==> config.mk <==
export PLATFORM = sky130hd
export DESIGN_NAME = la_trig_unit
export DESIGN_NICKNAME = d
export VERILOG_FILES = /design/src/rtl/la_trig_pkg.sv /design/src/rtl/la_trig_datapath.sv /design/src/rtl/la_trig_control.sv /design/src/rtl/la_trig_unit.sv
export SDC_FILE = /design/constraint.sdc
export NUM_CORES = 1
export LEC_CHECK = 0
export CAP_MARGIN = 40
export CORE_MARGIN = 3
export CORE_UTILIZATION = 37
export DETAILED_ROUTE_END_ITERATION = 7
export GPL_TIMING_DRIVEN = 0
export PLACE_DENSITY = 0.8
export SYNTH_ARGS = -nofsm -noshare
export SYNTH_HDL_FRONTEND = slang
export SYNTH_SLANG_ARGS = --single-unit
==> constraint.sdc <==
create_clock -name clk -period 3.5 [get_ports clk]
set_clock_uncertainty 0.2 [all_clocks]
set_input_delay 0.35 -clock clk [delete_from_list [all_inputs] [get_ports clk]]
set_output_delay 0.35 -clock clk [all_outputs]
set_load 0.005 [all_outputs]
==> src/rtl/la_trig_pkg.sv <==
package la_trig_pkg;
  localparam int CHANNELS    = 16;
  localparam int SEL_W       = $clog2(CHANNELS);
  localparam int FAST_IDX_W  = 3;
  localparam int STATUS_W    = 8;
  localparam int STAT_TRIG   = 5;
  localparam int STAT_ARMED  = 0;
  localparam int EDGE_SLOTS  = 2;

  typedef struct packed {
    logic capture;   // load previous-sample register
    logic evaluate;  // judge current sample for a trigger
  } trigStrobe_t;
endpackage

==> src/rtl/la_trig_datapath.sv <==
module la_trig_datapath
  import la_trig_pkg::*;
#(
  parameter int W    = CHANNELS,
  parameter int SELW = $clog2(W),
  parameter int FW   = FAST_IDX_W
) (
  input  logic              clk,
  input  logic              rst_n,
  input  trigStrobe_t       strobes,
  input  logic [W-1:0]      sampleIn,
  input  logic              fastMode,
  input  logic [W-1:0]      matchValue,
  input  logic [W-1:0]      matchMask,
  input  logic [SELW-1:0]   edgeSelA,
  input  logic              edgeEnA,
  input  logic              edgeRiseA,
  input  logic [SELW-1:0]   edgeSelB,
  input  logic              edgeEnB,
  input  logic              edgeRiseB,
  input  logic [FW:0]       fastSel,
  output logic              hit
);
  localparam int SLOTS = EDGE_SLOTS;

  logic [W-1:0] prevSample;
  logic [W-1:0] riseVec;
  logic [W-1:0] fallVec;

  always_ff @(posedge clk) begin
    if (!rst_n)               prevSample <= '0;
    else if (strobes.capture) prevSample <= sampleIn;
  end

  assign riseVec = ~prevSample & sampleIn;
  assign fallVec = prevSample & ~sampleIn;

  logic [SELW-1:0] slotSel  [SLOTS];
  logic [SLOTS-1:0] slotEn;
  logic [SLOTS-1:0] slotRise;
  logic [SLOTS-1:0] slotSeen;

  assign slotSel[0] = edgeSelA;
  assign slotSel[1] = edgeSelB;
  assign slotEn     = {edgeEnB, edgeEnA};
  assign slotRise   = {edgeRiseB, edgeRiseA};

  generate
    for (genvar s = 0; s < SLOTS; s++) begin : g_slot
      assign slotSeen[s] = slotEn[s] &
        (slotRise[s] ? riseVec[slotSel[s]] : fallVec[slotSel[s]]);
    end
  endgenerate

  logic stateOk;
  logic edgeOk;
  logic fastOk;
  logic [FW-1:0] fastPin;

  assign stateOk = ((sampleIn ^ matchValue) & matchMask) == '0;
  assign edgeOk  = (slotEn == '0) ? 1'b1 : (|slotSeen);
  assign fastPin = fastSel[FW-1:0];
  assign fastOk  = fastSel[FW] ? fallVec[fastPin] : riseVec[fastPin];

  assign hit = strobes.evaluate & (fastMode ? fastOk : (stateOk & edgeOk));
endmodule

==> src/rtl/la_trig_control.sv <==
module la_trig_control
  import la_trig_pkg::*;
#(
  parameter int SW = STATUS_W
) (
  input  logic          clk,
  input  logic          rst_n,
  input  logic          sampleEn,
  input  logic          armStart,
  input  logic          trigOutEn,
  input  logic          hit,
  output trigStrobe_t   strobes,
  output logic          trigPulse,
  output logic          trigOut,
  output logic [SW-1:0] modeStatus
);
  logic armed;
  logic triggered;

  assign strobes.capture  = sampleEn;
  assign strobes.evaluate = armed & sampleEn & ~armStart;

  always_ff @(posedge clk) begin
    if (!rst_n) begin
      armed     <= 1'b0;
      triggered <= 1'b0;
      trigPulse <= 1'b0;
      trigOut   <= 1'b0;
    end else if (armStart) begin
      armed     <= 1'b1;
      triggered <= 1'b0;
      trigPulse <= 1'b0;
      trigOut   <= 1'b0;
    end else if (hit) begin
      armed     <= 1'b0;
      triggered <= 1'b1;
      trigPulse <= 1'b1;
      trigOut   <= trigOutEn;
    end else begin
      trigPulse <= 1'b0;
      trigOut   <= 1'b0;
    end
  end

  always_comb begin
    modeStatus             = '0;
    modeStatus[STAT_TRIG]  = triggered;
    modeStatus[STAT_ARMED] = armed;
  end
endmodule

==> src/rtl/la_trig_unit.sv <==
module la_trig_unit
  import la_trig_pkg::*;
(
  input  logic                clk,
  input  logic                rst_n,
  input  logic                sampleEn,
  input  logic [CHANNELS-1:0] sampleIn,
  input  logic                armStart,
  input  logic                fastMode,
  input  logic [CHANNELS-1:0] matchValue,
  input  logic [CHANNELS-1:0] matchMask,
  input  logic [SEL_W-1:0]    edgeSelA,
  input  logic                edgeEnA,
  input  logic                edgeRiseA,
  input  logic [SEL_W-1:0]    edgeSelB,
  input  logic                edgeEnB,
  input  logic                edgeRiseB,
  input  logic [FAST_IDX_W:0] fastSel,
  input  logic                trigOutEn,
  output logic                trigPulse,
  output logic                trigOut,
  output logic [STATUS_W-1:0] modeStatus
);
  trigStrobe_t strobes;
  logic        hit;

  la_trig_datapath #(.W(CHANNELS), .SELW(SEL_W), .FW(FAST_IDX_W)) u_dp (
    .clk(clk), .rst_n(rst_n), .strobes(strobes), .sampleIn(sampleIn),
    .fastMode(fastMode), .matchValue(matchValue), .matchMask(matchMask),
    .edgeSelA(edgeSelA), .edgeEnA(edgeEnA), .edgeRiseA(edgeRiseA),
    .edgeSelB(edgeSelB), .edgeEnB(edgeEnB), .edgeRiseB(edgeRiseB),
    .fastSel(fastSel), .hit(hit)
  );

  la_trig_control #(.SW(STATUS_W)) u_ctl (
    .clk(clk), .rst_n(rst_n), .sampleEn(sampleEn), .armStart(armStart),
    .trigOutEn(trigOutEn), .hit(hit), .strobes(strobes),
    .trigPulse(trigPulse), .trigOut(trigOut), .modeStatus(modeStatus)
  );
endmodule

== Yosys cells after proc, flatten, opt, wreduce, memory -nomap -nowiden ==
Cells that the tools add are included.

* Word-level logic and storage cells: 49
* Input bits: 70
* Flip-flop bits (word level): 20
* Output and inout port bits: 10

* Reductions and logical operators: 6
* Magnitude comparators: 3
* Bitwise operators: 15
* Muxes and demuxes: 20

{| class="wikitable"
|+ Operator list
! cell !! number
|-
| 16-bit bitwise AND || 3
|-
| 16-bit NOT || 2
|-
| 1-bit binary-select mux with 4-bit select || 4
|-
| 16-bit logical NOT || 1
|-
| 16-bit XOR || 1
|-
| 1-bit 2-to-1 mux || 14
|-
| 4-bit by 5-bit < comparator with 1-bit output (second input constant) || 2
|-
| 1-bit bitwise AND || 6
|-
| 1-bit binary-select mux with 3-bit select || 2
|-
| 3-bit by 5-bit < comparator with 1-bit output (second input constant) || 1
|-
| 2-bit OR reduction || 2
|-
| 1-bit NOT || 3
|-
| 3-bit OR reduction || 1
|-
| 2-bit logical NOT || 1
|-
| 2-bit nonzero test || 1
|}

== Longest topological paths before layout ==
Gate-level depths: netlist of the first run.

* Depth after elaboration: 13
* Mapped depth: 7
* Depth with buffers taken out: 6

== Hierarchy ==
A second synthesis of the first run with hierarchy kept.

* Cells, all modules: 209
* Area total of the unflattened synthesis: 1994.4 µm²

{| class="wikitable"
|+ By module, submodules not included
! module !! area each (µm²) !! cells an instance !! sequential area each (µm²) !! instances
|-
| la_trig_datapath || 1793.0 || 188 || 320.3 || 1
|-
| la_trig_control || 201.4 || 21 || 80.1 || 1
|}

== Least setup slack after synthesis of the first run ==
Ideal clock, no wire load.

* Path type: input -> register
* Start point: input edgeSelB[2]
* End point: register u_ctl.trigOut
* Buffers on the path: 1
* Data required time: 3.197 ns
* Arrival: 2.163 ns
* Setup time: 0.103 ns
* Setup slack: 1.033 ns
* Stages: 6
* Cells stage by stage: clkbuf_1 mux4_2 a2111oi_1 nor3_1 o31a_1 a2111oi_2

* Longest elaborated chain between the ends: 11
* Elaborated cells on any way between the ends: 13
* Classes of those cells: mux: 7; bitwise: 4; reduce/logical: 2

{| class="wikitable"
|+ Ends and longest elaborated chain
! item !! line !! source
|-
| from (decl) || la_trig_unit.sv:15 || <nowiki>input logic [SEL_W-1:0] edgeSelB,</nowiki>
|-
| 1-bit binary-select mux with 4-bit select || la_trig_datapath.sv:51 || <nowiki>(slotRise[s] ? riseVec[slotSel[s]] : fallVec[slotSel[s]]);</nowiki>
|-
| 1-bit 2-to-1 mux (implied by the code) || la_trig_datapath.sv:51 ||
|-
| 1-bit 2-to-1 mux (*) || la_trig_datapath.sv:51 ||
|-
| 1-bit bitwise AND (*) || la_trig_datapath.sv:50 || <nowiki>assign slotSeen[s] = slotEn[s] &</nowiki>
|-
| 2-bit OR reduction (*) || la_trig_datapath.sv:61 || <nowiki>assign edgeOk = (slotEn == '0) ? 1'b1 : (|slotSeen);</nowiki>
|-
| 1-bit 2-to-1 mux (*) || la_trig_datapath.sv:61 ||
|-
| 1-bit bitwise AND (*) || la_trig_datapath.sv:65 || <nowiki>assign hit = strobes.evaluate & (fastMode ? fastOk : (stateOk & edgeOk));</nowiki>
|-
| 1-bit 2-to-1 mux (*) || la_trig_datapath.sv:65 ||
|-
| 1-bit bitwise AND (*) || la_trig_datapath.sv:65 ||
|-
| 1-bit NOT (no line) (*) || - ||
|-
| 3-bit OR reduction (no line) (*) || - ||
|-
| to (signal assigned) || la_trig_control.sv:38 || <nowiki>trigOut <= trigOutEn;</nowiki>
|-
| to (decl) || la_trig_control.sv:14 || <nowiki>output logic trigOut,</nowiki>
|}

Mark *: on every way between the ends. The rest lies on a longest branch, timed or not. The select of a mux whose other input is x is not followed.
A chain may end at the register's enable or synchronous reset.

== Worst setup path after layout of the first run ==
Same ends and word-level chain as after synthesis.

==> results of run 1 <==
path summary, 6_finish.rpt:
path	end	slack, ns	cells past startpoint
hold / removal	u_ctl.triggered$_SDFFE_PP0P_	0.28	2
hold reg to reg	u_ctl.triggered$_SDFFE_PP0P_	0.28	2
setup / recovery	u_ctl.trigOut$_SDFF_PP0_	0.44	7
setup reg to reg	u_ctl.trigOut$_SDFF_PP0_	0.89	6
area by class of cell:
| class | count | area, µm² |
|---|---|---|
| inverter | 11 | 41.3 |
| fill | 470 | 2340 |
| tap | 70 | 87.6 |
| sequential | 20 | 400 |
| buffer | 16 | 90.1 |
| multi-input combinational | 176 | 1510 |
| clock buffer | 3 | 41.3 |
| timing repair buffer | 70 | 701 |
where the power goes:
group | switching (mW) | internal, mW
sequential | 0.00993 | 0.240
combinational | 0.104 | 0.152
clock | 0.0767 | 0.0767
sequential cells by signal, summed over array words and instances (netlist names):
register	count
u_ctl.armed	1
u_ctl.trigOut	1
u_ctl.trigPulse	1
u_ctl.triggered	1
u_dp.prevSample	16
through the flow:
step	power [mW]	setup WS [ns]	util (%)
5_1_grt	0.702	0.261	55.1
4_1_cts	0.665	0.467	55.1
2_1_floorplan	0.384	1.03	-
3_3_place_gp	0.503	0.239	54.3
6_report	0.659	0.444	55.1
3_5_place_dp	0.509	0.209	54.3
cells by family (layout without fill, tap and decap cells):
| kind of cell | after synthesis | count (layout) | share of synthesized area, % |
|---|---|---|---|
| AND/OR/NAND/NOR | 79 | 79 | 24.8 |
| AO/OA/AOI/OAI | 42 | 42 | 16.3 |
| multiplexers | 33 | 33 | 25.4 |
| buffers and inverters | 27 | 100 | 6.50 |
| flip-flops | 20 | 20 | 19.8 |
| XOR/XNOR | 16 | 16 | 6.93 |
| other | 1 | 6 | 0.186 |
per-layer routing:
layer  part of all wire [%]  global-route usage (%)  vias up
li1                       -                       -      967
met1                     43                    23.2      923
met2                     51                    30.7       65
met3                    6.2                    3.95        4
met4                   0.70                    2.20        0
met5                      0                       0        -
cell usage after synthesis, drive strengths merged:
cell type	count	area, µm²
a2111oi	4	42.5
inv	11	41.3
a311oi	3	26.3
a21o	1	7.51
a211oi	4	30.0
dfxtp	20	400
a2bb2oi	1	8.76
and2	2	12.5
mux2i	19	190
o2111a	1	11.3
nor2	5	18.8
nand2	6	22.5
and4	2	17.5
conb	1	3.75
or4	2	15.0
nand2b	20	125
a22oi	8	60.1
o41ai	1	8.76
clkbuf	7	26.3
o21ai	2	10.0
buf	9	63.8
or2b	1	7.51
a21oi	2	10.0
o311a	2	20.0
mux4	14	323
or3	1	6.26
nor2b	20	125
a31oi	5	31.3
or3b	2	17.5
xor2	16	140
nor3	1	5.00
o2111ai	2	17.5
o31a	2	17.5
nor3b	13	97.6
or2	1	6.26
and3b	2	17.5
nand3b	1	7.51
o22ai	1	6.26
o31ai	3	22.5
worst max-delay path, stage by stage:
cell	delay (ns)
clkdlybuf4s50_1	0.50
clkbuf_1	0.45
mux4_2	0.38
a2111oi_1	0.55
nor3_1	0.12
o31a_1	0.30
a2111oi_2	0.35
==> results by group, run 1 <==
STA
  • Fin. Hold Viols: 0
  • Fmax: 327 MHz
  • Relative slew margins: 51.2%
  • Pins Over Slew Limit: 0
  • Final worst-path cycle share: 87.3%
  • # setup viols final: 0
  • Unrepaired setup endpoints after global routing: no
  • Setup TNS Final: 0 ns
  • Minimum clock period: 3.06 ns
  • Hold_ws: 0.281 ns
  • Worst slew pin tran: 0.732 ns

Critical path
  • CP max FO: 10
  • Start point of the critical path: edgeSelB[2]
  • Startpoint types: input pin
  • CP Data Required Time: 3.46 ns
  • WS Path Type: input pin to flip-flop
  • CP endpoint kind: flip-flop
  • Crit path arrival time: 3.02 ns
  • Worst flop-to-flop path startpoint: u_dp.prevSample[12]$_SDFFE_PN0P_

Layout
  • Final Cell Area: 2870 µm²
  • Inserted Diodes: 0
  • Area growth, synth to finish: 42.0%
  • Commonest non-fill, non-tap cell in the layout: clkdlybuf4s50_1
  • Finished Layout Cells: 366
  • Most frequent cells in the layout: clkdlybuf4s50_1 (70), nor2b_1 (20), nand2b_1 (20), dfxtp_1 (20), mux2i_1 (19)
  • Layout cell share with drive strength beyond 1: 9.12%
  • NumNets Final: 368

Clocking
  • Clk root buf: clkbuf_8
  • Post-CTS sizing: 0
  • Postcts setup bufs: 0
  • Num CTS Buffers: 3
  • Reg clk slew, reported paths: 0.08 ns
  • Hold_buf cts: 0
  • Clock tree buffer depth: 2
  • H-tree lvl count: 1
  • CTS tree: yes
  • Clock sink total: 20
  • Clock Latency Late Sink: 0.26 ns

Floorplan
  • Effective utilization at floorplan: 38.8%
  • Die Ht: 79.9 µm
  • DIE WIDTH: 79.9 µm
  • Cell Rows: 26
  • Core area: 5200 µm²
  • Io pins: 80
  • Die ar.: 6380 µm²

Hold path
  • HP Class: flip-flop to flip-flop
  • Hold Startpoint: u_ctl.triggered$_SDFFE_PP0P_

Placed design
  • GP Congestion: 0.916
  • Placed cell areas: 2830 µm²
  • Port buffer count: 70
  • Cells after DPL: 363
  • Hpwl dp: 4760 µm

Drt
  • Mean routed wirelength per cell: 15.5 µm
  • DRT iter0 DRCs: 120
  • Post-route DRC: 0
  • WL final: 5680 µm
  • Vias: 1959
  • TritonRoute pass-1 iters: 5
  • Antenna Nets Post-Route: 0
  • Avg Vias per Cell: 5.35

GRT
  • GRT Overall Usage: 17.8%
  • Initial antenna violation count: 0
  • Total grt overflow: 0
  • First-pass GRT wire length: 9020 µm
  • Number of global-route vias before repair: 1906
  • Pin count of the biggest net entering global routing: 11

Power and ir drop
  • Leakage: 1.08 nW
  • Power Density: 230 nW/µm²
  • Worst vdd ir: 0.000197 V

Logic synthesis
  • Yosys warns: 0
  • Netlist cell types: 43
  • Synthesized instance count: 218
  • Post-synthesis sequential area ratio: 19.8%
  • Yosys reg bits: 20
  • Synthesized area: 2020 µm²
  • Avg Inst Size Synth: 9.27 µm²

Job
  • Max_cap viols: 0

Run status
  • Status: finished clean
(Power assumes the default switching activity.)
==> inputs of run 2 (changes only) <==
--- a/config.mk
+++ b/config.mk
@@ -8,9 +8,12 @@
 export CAP_MARGIN = 40
 export CORE_MARGIN = 3
 export CORE_UTILIZATION = 37
+export CTS_CLUSTER_SIZE = 30
 export DETAILED_ROUTE_END_ITERATION = 7
 export GPL_TIMING_DRIVEN = 0
 export PLACE_DENSITY = 0.8
+export REMOVE_ABC_BUFFERS = 1
 export SYNTH_ARGS = -nofsm -noshare
 export SYNTH_HDL_FRONTEND = slang
 export SYNTH_SLANG_ARGS = --single-unit
+export TNS_END_PERCENT = 5
==> run 2 against run 1 <==
Against the previous run:
- die area unchanged
- hold slack improved by 0.00058 ns
- via count decreased by 0.82%
- sequential power about the same
- global-route usage increased by 0.34 points
- critical endpoint unchanged
- largest power group unchanged
==> results by group, run 2 (synthesis gave the netlist of run 1 again) <==
Hold path
  • Hold Startpoint: u_ctl.triggered$_SDFFE_PP0P_ (unchanged)
  • WHS Path Cells: 2 (unchanged)
  • HP Class: flip-flop to flip-flop (unchanged)
  • Worst Hold Path EP: u_ctl.triggered$_SDFFE_PP0P_ (unchanged)

Clocking
  • Num CTS Buffers: 3 (unchanged)
  • Clock sink total: 20 (unchanged)
  • Clock tree buffer depth: 2 (unchanged)
  • Hold_buf cts: 0 (unchanged)
  • CTS tree: yes (unchanged)
  • Clock Latency Late Sink: 0.26 ns (about the same)
  • Clk root buf: clkbuf_8 (unchanged)
  • H-tree lvl count: 1 (unchanged)
  • Post-CTS sizing: 0 (unchanged)
  • Postcts setup bufs: 0 (unchanged)
  • Reg clk slew, reported paths: 0.08 ns (about the same)

STA
  • Setup TNS Final: 0 ns (unchanged)
  • Final worst-path cycle share: 86.4% (was 87.3%)
  • Minimum clock period: 3.02 ns (was 3.06 ns)
  • Relative slew margins: 54.7% (was 51.2%)
  • Fmax: 331 MHz (was 327 MHz)
  • Worst slew pin tran: 0.678 ns (was 0.732 ns)
  • Unrepaired setup endpoints after global routing: no (unchanged)
  • Hold_ws: 0.282 ns (was 0.281 ns)
  • # setup viols final: 0 (unchanged)
  • Pins Over Slew Limit: 0 (unchanged)
  • Fin. Hold Viols: 0 (unchanged)
  • Final setup margin: 0.477 ns (was 0.444 ns)

Floorplan
  • Cell Rows: 26 (unchanged)
  • Die Ht: 79.9 µm (unchanged)
  • Die ar.: 6380 µm² (unchanged)
  • DIE WIDTH: 79.9 µm (unchanged)
  • Effective utilization at floorplan: 38.8% (unchanged)
  • Core area: 5200 µm² (unchanged)
  • Io pins: 80 (unchanged)

GRT
  • GR Layer Usage met1: 22.6% (was 23.2%)
  • First-pass GRT wire length: 9060 µm (was 9020 µm)
  • Met3 usage: 3.84% (was 3.95%)
  • Met2 usage: 31.2% (was 30.7%)
  • Global route hottest layer: met2 (unchanged)
  • Total grt overflow: 0 (unchanged)
  • Number of global-route vias before repair: 1879 (was 1906)
  • Initial antenna violation count: 0 (unchanged)
  • GRT Overall Usage: 18.1% (was 17.8%)
  • Pin count of the biggest net entering global routing: 19 (was 11)

Critical path
  • CP max stage delay: 0.81 ns (was 0.55 ns)
  • Worst R2R Path Depth: 6 (unchanged)
  • Worst R2R End: u_ctl.trigOut$_SDFF_PP0_ (unchanged)
  • WS Path Type: input pin to flip-flop (unchanged)
  • CP max FO: 11 (was 10)
  • CP Cell Sequence: clkdlybuf4s50_1 > mux4_2 > a2111oi_1 > nor3_1 > o31a_1 > a2111oi_2 (was clkdlybuf4s50_1 > clkbuf_1 > mux4_2 > a2111oi_1 > nor3_1 > o31a_1 > a2111oi_2)
  • CP Data Required Time: 3.47 ns (was 3.46 ns)
  • Slowest-stage cell, CP: clkdlybuf4s50_1 (was a2111oi_1)
  • CP endpoint kind: flip-flop (unchanged)
  • Crit path arrival time: 2.99 ns (was 3.02 ns)
  • Flop-to-flop setup slack: 0.77 ns (was 0.89 ns)
  • Startpoint types: input pin (unchanged)
  • Worst flop-to-flop path startpoint: u_dp.prevSample[12]$_SDFFE_PN0P_ (unchanged)

Layout
  • Final core occ: 54.5% (was 55.1%)
  • Storage cell area: 400 µm² (unchanged)
  • Top reg by flops: u_dp.prevSample (unchanged)
  • Inserted Diodes: 0 (unchanged)
  • Area growth, synth to finish: 40.4% (was 42.0%)
  • Fill cells: 500 (was 470)
  • NumNets Final: 356 (was 368)
  • Commonest non-fill, non-tap cell in the layout: clkdlybuf4s50_1 (unchanged)
  • Multi-input combinational cell area: 1510 µm² (unchanged)
  • Layout cell share with drive strength beyond 1: 7.37% (was 9.12%)
  • Max reg flops: 16 (unchanged)
  • Most frequent cells in the layout: clkdlybuf4s50_1 (73), nor2b_1 (20), nand2b_1 (20), dfxtp_1 (20), mux2i_1 (19) (was clkdlybuf4s50_1 (70), nor2b_1 (20), nand2b_1 (20), dfxtp_1 (20), mux2i_1 (19))

Drt
  • Post-route DRC: 0 (unchanged)
  • DRT iter0 DRCs: 168 (was 120)
  • WL final: 5540 µm (was 5680 µm)
  • TritonRoute pass-1 iters: 4 (was 5)
  • Avg Vias per Cell: 5.47 (was 5.35)
  • Mean routed wirelength per cell: 15.6 µm (was 15.5 µm)
  • Antenna Nets Post-Route: 0 (unchanged)
  • Vias: 1943 (was 1959)

Job
  • Max_cap viols: 0 (unchanged)

Placed design
  • Hpwl dp: 4590 µm (was 4760 µm)
  • GP Congestion: 0.871 (was 0.916)
  • Port buffer count: 73 (was 70)
  • Pre-CTS setup slack: 0.246 ns (was 0.209 ns)

Power and ir drop
  • Power Density: 241 nW/µm² (was 230 nW/µm²)
  • Leakage: 1.05 nW (was 1.08 nW)
  • Worst vdd ir: 0.000123 V (was 0.000197 V)

Run status
  • Status: finished clean (unchanged)
-- run 2: cell type report --
class	count	share of cell area [%]
clock buffers	4	1.94
inverters	11	1.46
multi-input cells	176	53.1
well taps	70	3.09
repair buffers	74	26.3
flip-flops and latches	20	14.1
-- run 2: per-layer routing --
metal / vias up / wire (µm) / part of all wire, %
li1: 943 / - / -
met1: 912 / 2350 / 42
met2: 82 / 2730 / 49
met3: 6 / 388 / 7.0
met4: 0 / 68 / 1.2
met5: - / 0 / 0
-- run 2: critical path: cells and delay by family --
| family | cells | cell delay [ns] |
|---|---|---|
| compound gates | 3 | 1.33 |
| buf+inv | 1 | 0.81 |
| mux | 1 | 0.38 |
| simple gates | 1 | 0.12 |
-- run 2: power by group --
| group | internal [mW] | switching, mW | total [mW] | leakage, nW |
|---|---|---|---|---|
| registers | 0.239 | 0.00997 | 0.249 | 0.165 |
| clock network | 0.100 | 0.0836 | 0.184 | 0.0288 |
| logic | 0.149 | 0.102 | 0.251 | 0.858 |
-- run 2: stage by stage --
step | power (mW) | std cells | instance area, µm²
6_report | 0.685 | 355 | 2840
4_1_cts | 0.688 | 355 | 2840
3_3_place_gp | 0.500 | 350 | 2770
2_1_floorplan | 0.366 | 207 | 1950
5_1_grt | 0.724 | 355 | 2840
3_5_place_dp | 0.506 | 351 | 2780
-- run 2: worst max-delay path by stage --
| stage | from | end | slack [ns] |
|---|---|---|---|
| after global routing | edgeSelB[2] | u_ctl.trigOut$_SDFF_PP0_ | 0.21 |
| after CTS | edgeSelB[2] | u_ctl.trigOut$_SDFF_PP0_ | 0.50 |
| after floorplan | u_dp.prevSample[4]$_SDFFE_PN0P_ | u_ctl.trigOut$_SDFF_PP0_ | 1.15 |
| after global placement | edgeSelB[2] | u_ctl.trigOut$_SDFF_PP0_ | 0.26 |
| after detailed placement | edgeSelB[2] | u_ctl.trigOut$_SDFF_PP0_ | 0.25 |
| final | edgeSelB[2] | u_ctl.trigOut$_SDFF_PP0_ | 0.48 |
